[config.mk]
export PLATFORM = sky130hd
export DESIGN_NAME = burst_addr_seq
export DESIGN_NICKNAME = d
export VERILOG_FILES = /design/src/rtl/bas_pkg.sv /design/src/rtl/bas_strobe_arb.sv /design/src/rtl/bas_beat_counter.sv /design/src/rtl/bas_addr_map.sv /design/src/rtl/burst_addr_seq.sv
export SDC_FILE = /design/constraint.sdc
export NUM_CORES = 1
export LEC_CHECK = 0
export BUFFER_PORTS_ARGS = -buffer_cell sky130_fd_sc_hd__buf_2
export CAP_MARGIN = 10
export CELL_PAD_IN_SITES_DETAIL_PLACEMENT = 1
export CELL_PAD_IN_SITES_GLOBAL_PLACEMENT = 1
export CORE_AREA = 2 2 55 70
export CTS_BUF_LIST = sky130_fd_sc_hd__clkbuf_4 sky130_fd_sc_hd__clkbuf_8 sky130_fd_sc_hd__clkbuf_16
export DETAILED_ROUTE_END_ITERATION = 16
export DIE_AREA = 0 0 57 72
export GPL_TIMING_DRIVEN = 1
export PLACE_DENSITY_LB_ADDON = 0.1
export RECOVER_POWER = 25
export SYNTH_ARGS = -nofsm -noshare
export SYNTH_HDL_FRONTEND = slang
export SYNTH_SLANG_ARGS = --single-unit
[constraint.sdc]
create_clock -name clk -period 0.82 [get_ports clk]
set_input_delay 0 -clock clk [delete_from_list [all_inputs] [get_ports clk]]
set_output_delay 0 -clock clk [all_outputs]
set_load 0.02 [all_outputs]
[src/rtl/bas_pkg.sv]
package bas_pkg;
  // Burst order selected by the order_sel pin.
  typedef enum logic {
    ORD_LINEAR = 1'b0,
    ORD_XOR    = 1'b1
  } burst_order_e;
endpackage

[src/rtl/bas_strobe_arb.sv]
module bas_strobe_arb (
  input  logic clk,
  input  logic rst,
  input  logic strobe_proc_n,
  input  logic strobe_ctrl_n,
  input  logic ce1_n,
  input  logic ce2,
  input  logic ce3_n,
  output logic proc_take,
  output logic ctrl_take,
  output logic load,
  output logic sel_next
);
  logic enables_ok;

  assign enables_ok = !ce1_n && ce2 && !ce3_n;
  // The processor strobe only counts while the first enable is active.
  assign proc_take  = !strobe_proc_n && !ce1_n;
  // The controller strobe loads unless the processor strobe already did.
  assign ctrl_take  = !strobe_ctrl_n && !proc_take;
  assign load       = proc_take || ctrl_take;
  assign sel_next   = enables_ok;

  // never two load sources in one cycle
  p_one_source_r5: assert property (@(posedge clk) disable iff (rst)
    $onehot0({proc_take, ctrl_take}));

  // a controller strobe always produces a load
  p_ctrl_loads_r4: assert property (@(posedge clk) disable iff (rst)
    !strobe_ctrl_n |-> load);
endmodule

[src/rtl/bas_beat_counter.sv]
module bas_beat_counter #(
  parameter int BEAT_W = 2
) (
  input  logic              clk,
  input  logic              rst,
  input  logic              load,
  input  logic              step,
  output logic [BEAT_W-1:0] count
);
  localparam logic [BEAT_W-1:0] ONE = BEAT_W'(1);

  always_ff @(posedge clk) begin
    if (rst)       count <= '0;
    else if (load) count <= '0;
    else if (step) count <= count + ONE;
  end

  // an advance moves the count by exactly one, wrapping naturally
  p_step_one_r6: assert property (@(posedge clk) disable iff (rst)
    (step && !load) |=> count == $past(count) + ONE);

  // no load and no step leaves the count alone
  p_hold_r8: assert property (@(posedge clk) disable iff (rst)
    (!step && !load) |=> $stable(count));

  // every burst starts from beat zero
  p_load_zero_r9: assert property (@(posedge clk) disable iff (rst)
    load |=> count == '0);
endmodule

[src/rtl/bas_addr_map.sv]
module bas_addr_map
  import bas_pkg::*;
#(
  parameter int BEAT_W = 2
) (
  input  logic [BEAT_W-1:0] start,
  input  logic [BEAT_W-1:0] count,
  input  burst_order_e      order,
  output logic [BEAT_W-1:0] low_bits
);
  function automatic logic [BEAT_W-1:0] linear_beat(
    input logic [BEAT_W-1:0] s, input logic [BEAT_W-1:0] k);
    return s + k;
  endfunction

  function automatic logic [BEAT_W-1:0] xor_beat(
    input logic [BEAT_W-1:0] s, input logic [BEAT_W-1:0] k);
    return s ^ k;
  endfunction

  logic [BEAT_W-1:0] lin_bits;
  logic [BEAT_W-1:0] xor_bits;

  assign lin_bits = linear_beat(start, count);
  assign xor_bits = xor_beat(start, count);
  assign low_bits = (order == ORD_XOR) ? xor_bits : lin_bits;

  // both orders agree on beat zero
  always_comb begin
    if (count == '0) begin
      a_beat0_r10: assert (lin_bits == xor_bits);
    end
  end
endmodule

[src/rtl/burst_addr_seq.sv]
module burst_addr_seq
  import bas_pkg::*;
#(
  parameter int ADDR_W = 20,
  parameter int BEAT_W = 2
) (
  input  logic              clk,
  input  logic              rst,
  input  logic [ADDR_W-1:0] addr_in,
  input  logic              strobe_proc_n,
  input  logic              strobe_ctrl_n,
  input  logic              advance_n,
  input  logic              ce1_n,
  input  logic              ce2,
  input  logic              ce3_n,
  input  logic              order_sel,
  output logic [ADDR_W-1:0] word_addr,
  output logic              sel_out
);
  localparam int HI_W = ADDR_W - BEAT_W;

  logic [ADDR_W-1:0] base_addr;
  logic [BEAT_W-1:0] count;
  logic [BEAT_W-1:0] low_bits;
  logic              proc_take;
  logic              ctrl_take;
  logic              load;
  logic              sel_next;
  logic              step;

  bas_strobe_arb u_arb (
    .clk           (clk),
    .rst           (rst),
    .strobe_proc_n (strobe_proc_n),
    .strobe_ctrl_n (strobe_ctrl_n),
    .ce1_n         (ce1_n),
    .ce2           (ce2),
    .ce3_n         (ce3_n),
    .proc_take     (proc_take),
    .ctrl_take     (ctrl_take),
    .load          (load),
    .sel_next      (sel_next)
  );

  // Advance counts only within a selected burst.
  assign step = !load && !advance_n && sel_out;

  bas_beat_counter #(.BEAT_W(BEAT_W)) u_cnt (
    .clk   (clk),
    .rst   (rst),
    .load  (load),
    .step  (step),
    .count (count)
  );

  always_ff @(posedge clk) begin
    if (rst) begin
      base_addr <= '0;
      sel_out   <= 1'b0;
    end else if (load) begin
      base_addr <= addr_in;
      sel_out   <= sel_next;
    end
  end

  bas_addr_map #(.BEAT_W(BEAT_W)) u_map (
    .start    (base_addr[BEAT_W-1:0]),
    .count    (count),
    .order    (burst_order_e'(order_sel)),
    .low_bits (low_bits)
  );

  assign word_addr = {base_addr[ADDR_W-1:BEAT_W], low_bits};

  // upper bits never move between loads
  p_upper_hold_r9: assert property (@(posedge clk) disable iff (rst)
    !load |=> $stable(word_addr[ADDR_W-1:ADDR_W-HI_W]));

  // an unqualified load deselects
  p_deselect_r4: assert property (@(posedge clk) disable iff (rst)
    (load && !sel_next) |=> !sel_out);

  // gated processor strobe alone changes nothing
  p_proc_gated_r3: assert property (@(posedge clk) disable iff (rst)
    (!strobe_proc_n && ce1_n && strobe_ctrl_n) |=> $stable(sel_out));

  // a processor load captures the address
  p_proc_capture_r2: assert property (@(posedge clk) disable iff (rst)
    proc_take |=> word_addr[ADDR_W-1:BEAT_W] == $past(addr_in[ADDR_W-1:BEAT_W]));
endmodule

==> results of run 1 <==
==> cell usage in the layout (no fill, tap or decap), types with 2 or more instances in the layout <==
cell           count
nand2_1           41
dfxtp_1           20
nor2b_4            2
clkbuf_8           3
buf_2             44
buf_6              2
dfxtp_2            3
a21oi_1           21
buf_4              7
dlygate4sd3_1     21
==> metrics by stage <==
stage / util, % / power, mW
2_1_floorplan: - / 1.550
3_3_place_gp: 35.05 / 1.625
3_5_place_dp: 35.05 / 1.638
4_1_cts: 43.13 / 2.457
5_1_grt: 43.38 / 2.537
6_report: 43.38 / 2.399
==> critical path, cell delays in order (launching register included) <==
cell and delay (ns):
dfxtp_2 0.34, ha_1 0.14, nor2b_4 0.18, xnor2_4 0.12
buf_6 0.13
==> registers in the layout, indices dropped and copies added, names as in the netlist <==
signal       cells
base_addr       20
u_cnt.count      2
sel_out          1
==> worst paths after layout <==
| kind | start | to | cells after the start |
|---|---|---|---|
| setup reg to reg | u_cnt.count[0]$_SDFFE_PP0P_ | u_cnt.count[1]$_SDFFE_PP0P_ | 4 |
| setup / recovery | base_addr[0]$_SDFFE_PP0P_ | word_addr[1] | 4 |
| hold reg to reg | base_addr[14]$_SDFFE_PP0P_ | base_addr[14]$_SDFFE_PP0P_ | 2 |
| hold / removal | ce3_n | sel_out$_SDFFE_PP0P_ | 4 |
==> layer usage <==
metal	share of wire (%)	track usage, %
met1	41	15.22
met2	53	24.52
met3	5.1	1.604
met4	0.66	4.651
met5	0	0
==> power breakdown <==
part           switching [mW]  total, mW  internal (mW)
Sequential             0.0309       1.21           1.18
Combinational           0.249      0.483          0.233
Clock                   0.366      0.705          0.339
==> final cells by class <==
type | instances | area share, %
Clock buffer | 3 | 2.780
Sequential cell | 23 | 31.26
Tap cell | 39 | 3.286
Timing Repair Buffer | 75 | 34.29
Multi-Input combinational cell | 76 | 28.05
Clock inverter | 1 | 0.3370
==> cells by family after synthesis <==
logic type               share of synthesized area (%)
buffers and inverters                            18.43
flip-flops                                       45.21
AO/OA/AOI/OAI                                    12.78
adder cells (fa/ha/maj)                          1.228
XOR/XNOR                                         3.440
AND/OR/NAND/NOR                                  18.92
==> what timing repair did <==
item                                    in CTS  in global routing
endpoints found under the setup margin       4                  6
gates resized for setup                      7                  3
pin swaps                                    1                  3
endpoints found under the hold margin       21                  0
hold buffers                                21                  0
cloned                                       0                  0
==> metrics.md, run 1 <==
| Metric | Value |
|---|---|
| Clk sink count | `23` |
| Ys async rst share | `0%` |
| Dpl cells | `~190` |
| Routed len/inst | `11.88 microns` |
| CTS root buf | `clkbuf_8` |
| Worst vdd ir | `around 0.00074 V` |
| Global-route wire length before repair | `4.312 mm` |
| Setup-failing EPs final | `4` |
| Min cycle time layout | `1.166 ns` |
| EDFF count, synth | `0` |
| CTS Buf Count | `3` |
| DP HPWL | `1.847 mm` |
| Top-area cell type share of the netlist area | `45.21%` |
| Area leader, netlist | `dfxtp_1` |
| Pwr dens | `1615 mW/mm^2` |
| Main synth FF type | `dfxtp_1` |
| CP Max Fanout | `2` |
| Synth warn | `0` |
| Vias/cell | `roughly 4.4` |
| WL final | `2.579 mm` |
| Initial antenna violation count | `0` |
| Worst EP required | `0.82 ns` |
| Crit path kind | `reg -> out` |
| Die H | `72 microns` |
| Tcrit/Tclk final | `142.2%` |
| #FFs+latches synth | `23` |
| Share of cells above drive strength 1 | `37.64%` |
| CP endpoint kind | `output pin` |
| HP Class | `in -> reg` |
| 1st-pass router iterations | `2` |
| Clock transition at path regs | `0.08 ns` |
| Distinct cell type count after synthesis | `16` |
| Clk_skew | `0.0005876 ns` |
| Post-CTS Setup Repair Bufs | `0` |
| Grt ovf | `0` |
| Final WS setup | `-0.3456 ns` |
| Avg Cell Area, Syn | `slightly above 8 sq um` |
| Die Area | `0.004104 sq mm` |
| Worst Setup Start Kind | `flip-flop` |
| Status | `finished, violations left` |
| Placed cell areas | `approximately 0.0012 sq mm` |
| Area of the mapped netlist | `0.001018 sq mm` |
| Remaining DRCs | `0` |
| Number of global-route vias before repair | `1,006` |
| Fmax | `between 800 and 900 MHz` |
| Arr. time, crit path | `1.17 ns` |
| Post-Layout Inst Area | `0.001485 sq mm` |
| Ports | `50` |
| Lkg Pwr | `0.6845 nW` |
| Iter 0 DRT Violations | `2` |
| Register area | `464.2 sq um` |
| Synth area leaders | `dfxtp_1, nand2_1, buf_4` |
| Largest net degree at the start of global routing | `24` |
| Seq/Total Area, Yosys | `45.21%` |
| Nets | `209` |
| Via Count | `956` |
| CTS tree | `yes` |
| R2R setup slack | `-0.07 ns` |
| Worst Max-Slew Pin Slew | `0.4539 ns` |
| Non-Filler Instances | `217` |
| RSZ-0062 raised after global routing | `true` |
| H-tree levels | `1` |
| Core area | `0.003423 sq mm` |
| Starting utilization of the core area | `29.75%` |
| Hold Vio Cnt, Final | `0` |
| Post-synth top cells | `nand2_1, dfxtp_1, a21oi_1` |
| Number of max-cap violations | `0` |
| Most common cell in the synthesized netlist | `nand2_1` |
| Cells after Synth | `123` |
| P&R area growth vs syn | `45.82%` |
| Placer Congestion | `about 0.67` |
| DIE WIDTH | `about 57 microns` |
| Max clock buf depth | `2` |
| Worst rel slew slack | `69.74%` |
| Setup_tns | `-0.6223 ns` |
| Min Hold Slack | `between 0.01 and 0.015 ns` |
| Multi-input combinational cell area | `roughly 420 sq um` |
| Syn_nets | `around 150` |
| Number of fill cells | `425` |
| Pre-CTS WS | `-0.1293 ns` |
| Final slew viol count | `0` |
| Failing checks | `negative setup slack` |
| Buffers on Ports | `49` |
| FP Rows | `24` |
| Skew-Pair Late Insertion Delay | `about 0.26 ns` |
| Diodes inserted | `0` |
| Antenna viol nets, final | `0` |
| Global Route Usage Sum | `between 10% and 20%` |
Power figures use the tool's default switching activity.
==> run 2: changes to the inputs <==
--- a/constraint.sdc
+++ b/constraint.sdc
@@ -3,2 +3,2 @@
 set_output_delay 0 -clock clk [all_outputs]
-set_load 0.02 [all_outputs]
+set_load 0.1 [all_outputs]
==> run 2 against run 1 <==
Net effect: the flow still finishes with violations (negative setup slack); worst hold slack got worse by 0.0049 ns; total power rose by 27%; first-iteration DRC count increased by 50%; flip-flop and latch count did not move; count of clock-buffer cells in the layout stayed put; global-route usage is 0.85 points higher; core utilization grew 12 points; cell area rose by 27%; critical endpoint unchanged; largest power group unchanged.
==> metrics.md, run 2 (same netlist as run 1, synthesis figures left out) <==
| Metric | Value |
|---|---|
| Status | `finished, violations left (unchanged)` |
| Failing checks | `negative setup slack (unchanged)` |
| Largest net degree at the start of global routing | `24 (unchanged)` |
| Placer Congestion | `0.6156 (was 0.6692)` |
| Global Route Usage Sum | `14.00% (was 13.15%)` |
| RSZ-0062 raised after global routing | `true (unchanged)` |
| Die Area | `0.004104 sq mm (unchanged)` |
| Global-route wire length before repair | `4.491 mm (was 4.312 mm)` |
| Hold Vio Cnt, Final | `0 (unchanged)` |
| Max clock buf depth | `2 (unchanged)` |
| 1st-pass router iterations | `3 (was 2)` |
| Grt ovf | `0 (unchanged)` |
| Worst Setup Start Kind | `flip-flop (unchanged)` |
| CTS tree | `yes (unchanged)` |
| Clk_skew | `0.001779 ns (was 0.0005876 ns)` |
| Remaining DRCs | `0 (unchanged)` |
| Die H | `72 microns (unchanged)` |
| CTS root buf | `clkbuf_8 (unchanged)` |
| Placed cell areas | `0.001554 sq mm (was 0.001200 sq mm)` |
| FP Rows | `24 (unchanged)` |
| Core area | `0.003423 sq mm (unchanged)` |
| Lkg Pwr | `0.7896 nW (was 0.6845 nW)` |
| Nets | `212 (was 209)` |
| Worst vdd ir | `0.0008544 V (was 0.0007413 V)` |
| CTS Buf Count | `3 (unchanged)` |
| Min cycle time layout | `1.258 ns (was 1.166 ns)` |
| CP Max Fanout | `2 (unchanged)` |
| H-tree levels | `1 (unchanged)` |
| Clock transition at path regs | `0.08 ns (about the same)` |
| Post-Layout Inst Area | `0.001879 sq mm (was 0.001485 sq mm)` |
| WL final | `2.725 mm (was 2.579 mm)` |
| Initial antenna violation count | `0 (unchanged)` |
| Commonest cells after routing, fill and taps aside | `nand2_1, buf_2, buf_12, a21oi_1, dlygate4sd3_1 (was buf_2, nand2_1, a21oi_1, dlygate4sd3_1, dfxtp_1)` |
| Iter 0 DRT Violations | `3 (was 2)` |
| Tcrit/Tclk final | `153.4% (was 142.2%)` |
| Top Registers | `base_addr (20), u_cnt.count (2), sel_out (1) (unchanged)` |
| Worst Max-Slew Pin Slew | `0.4198 ns (was 0.4539 ns)` |
| Crit path kind | `reg -> out (unchanged)` |
| Max FFs per register | `20 (unchanged)` |
| Commonest non-fill, non-tap cell in the layout | `nand2_1 (was buf_2)` |
| Routed len/inst | `12.39 microns (was 11.88 microns)` |
| Starting utilization of the core area | `29.75% (unchanged)` |
| Clk sink count | `23 (unchanged)` |
| Vias/cell | `4.418 (was 4.406)` |
| Worst rel slew slack | `72.01% (was 69.74%)` |
| CP endpoint kind | `output pin (unchanged)` |
| Number of max-cap violations | `0 (unchanged)` |
| Ports | `50 (unchanged)` |
| Final slew viol count | `0 (unchanged)` |
| Via Count | `972 (was 956)` |
| Number of global-route vias before repair | `999 (was 1,006)` |
| Setup-failing EPs final | `5 (was 4)` |
| Final WS setup | `-0.4382 ns (was -0.3456 ns)` |
| Arr. time, crit path | `1.26 ns (was 1.17 ns)` |
| Biggest register | `base_addr (unchanged)` |
| DP HPWL | `1.891 mm (was 1.847 mm)` |
| P&R area growth vs syn | `84.52% (was 45.82%)` |
| Setup_tns | `-1.190 ns (was -0.6223 ns)` |
| Skew-Pair Late Insertion Delay | `0.27 ns (was 0.26 ns)` |
| Pwr dens | `1619 mW/mm^2 (was 1615 mW/mm^2)` |
| Worst EP required | `0.82 ns (about the same)` |
| Diodes inserted | `0 (unchanged)` |
| Buffers on Ports | `49 (unchanged)` |
| Number of fill cells | `390 (was 425)` |
| Fmax | `794.8 MHz (was 857.9 MHz)` |
| Share of cells above drive strength 1 | `49.17% (was 37.64%)` |
| DIE WIDTH | `57 microns (unchanged)` |
| Antenna viol nets, final | `0 (unchanged)` |
| HP Class | `in -> reg (unchanged)` |
[run 2: worst paths after layout]
path,start,endpoint,slack (ns),depth (start not counted)
hold reg to reg,base_addr[1]$_SDFFE_PP0P_,base_addr[1]$_SDFFE_PP0P_,0.47,2
hold / removal,ce3_n,sel_out$_SDFFE_PP0P_,0.008,4
setup / recovery,u_cnt.count[0]$_SDFFE_PP0P_,word_addr[1],-0.44,4
setup reg to reg,u_cnt.count[0]$_SDFFE_PP0P_,u_cnt.count[1]$_SDFFE_PP0P_,-0.27,6
[run 2: through the flow]
stage / utilization, % / instances / total power [mW] / hold slack (ns) / worst slack [ns]
2_1_floorplan: - / 123 / 1.933 / 0.06907 / -0.3714
3_3_place_gp: 45.39 / 192 / 2.245 / 0.2464 / -0.1735
3_5_place_dp: 45.39 / 192 / 2.264 / 0.2506 / -0.1985
4_1_cts: 54.39 / 218 / 3.089 / 0.008819 / -0.4497
5_1_grt: 54.90 / 220 / 3.170 / 0.01226 / -0.4837
6_report: 54.90 / 220 / 3.042 / 0.007936 / -0.4382
[run 2: metal layers]
metal / GRT usage, % / up-vias / routed length [microns]
met5: 0 / - / 0
met4: 6.977 / 0 / 54
met1: 15.22 / 443 / 1034
li1: - / 492 / -
met2: 25.67 / 32 / 1487
met3: 2.496 / 5 / 149
[run 2: final cells by class]
cell class                 count  area, sq um  area share (%)
timing repair buffer          78        865.8           46.07
tap                           39        48.80           2.597
clock inverter                 1        5.005          0.2663
multi-input combinational     76        429.2           22.84
sequential                    23        489.2           26.03
clock buffer                   3        41.29           2.197
[run 2: critical path: stages, from the launching register on]
cell,delay [ns]
dfxtp_2,0.36
ha_4,0.12
nor2b_4,0.18
xnor2_4,0.14
buf_12,0.19
[run 2: repair_timing]
action                                 CTS  global route
setup endpoints to repair               23            19
hold buffers                            21             0
pin swaps                                4             2
buffers inserted                         1             2
gates resized for setup                 23             1
endpoints found under the hold margin   21             0
[run 2: report_power, final]
part / internal [mW] / total (mW) / switching (mW)
clock network: 0.340 / 0.712 / 0.373
logic: 0.438 / 1.08 / 0.638
registers: 1.19 / 1.25 / 0.0636
total: 1.97 / 3.04 / 1.07
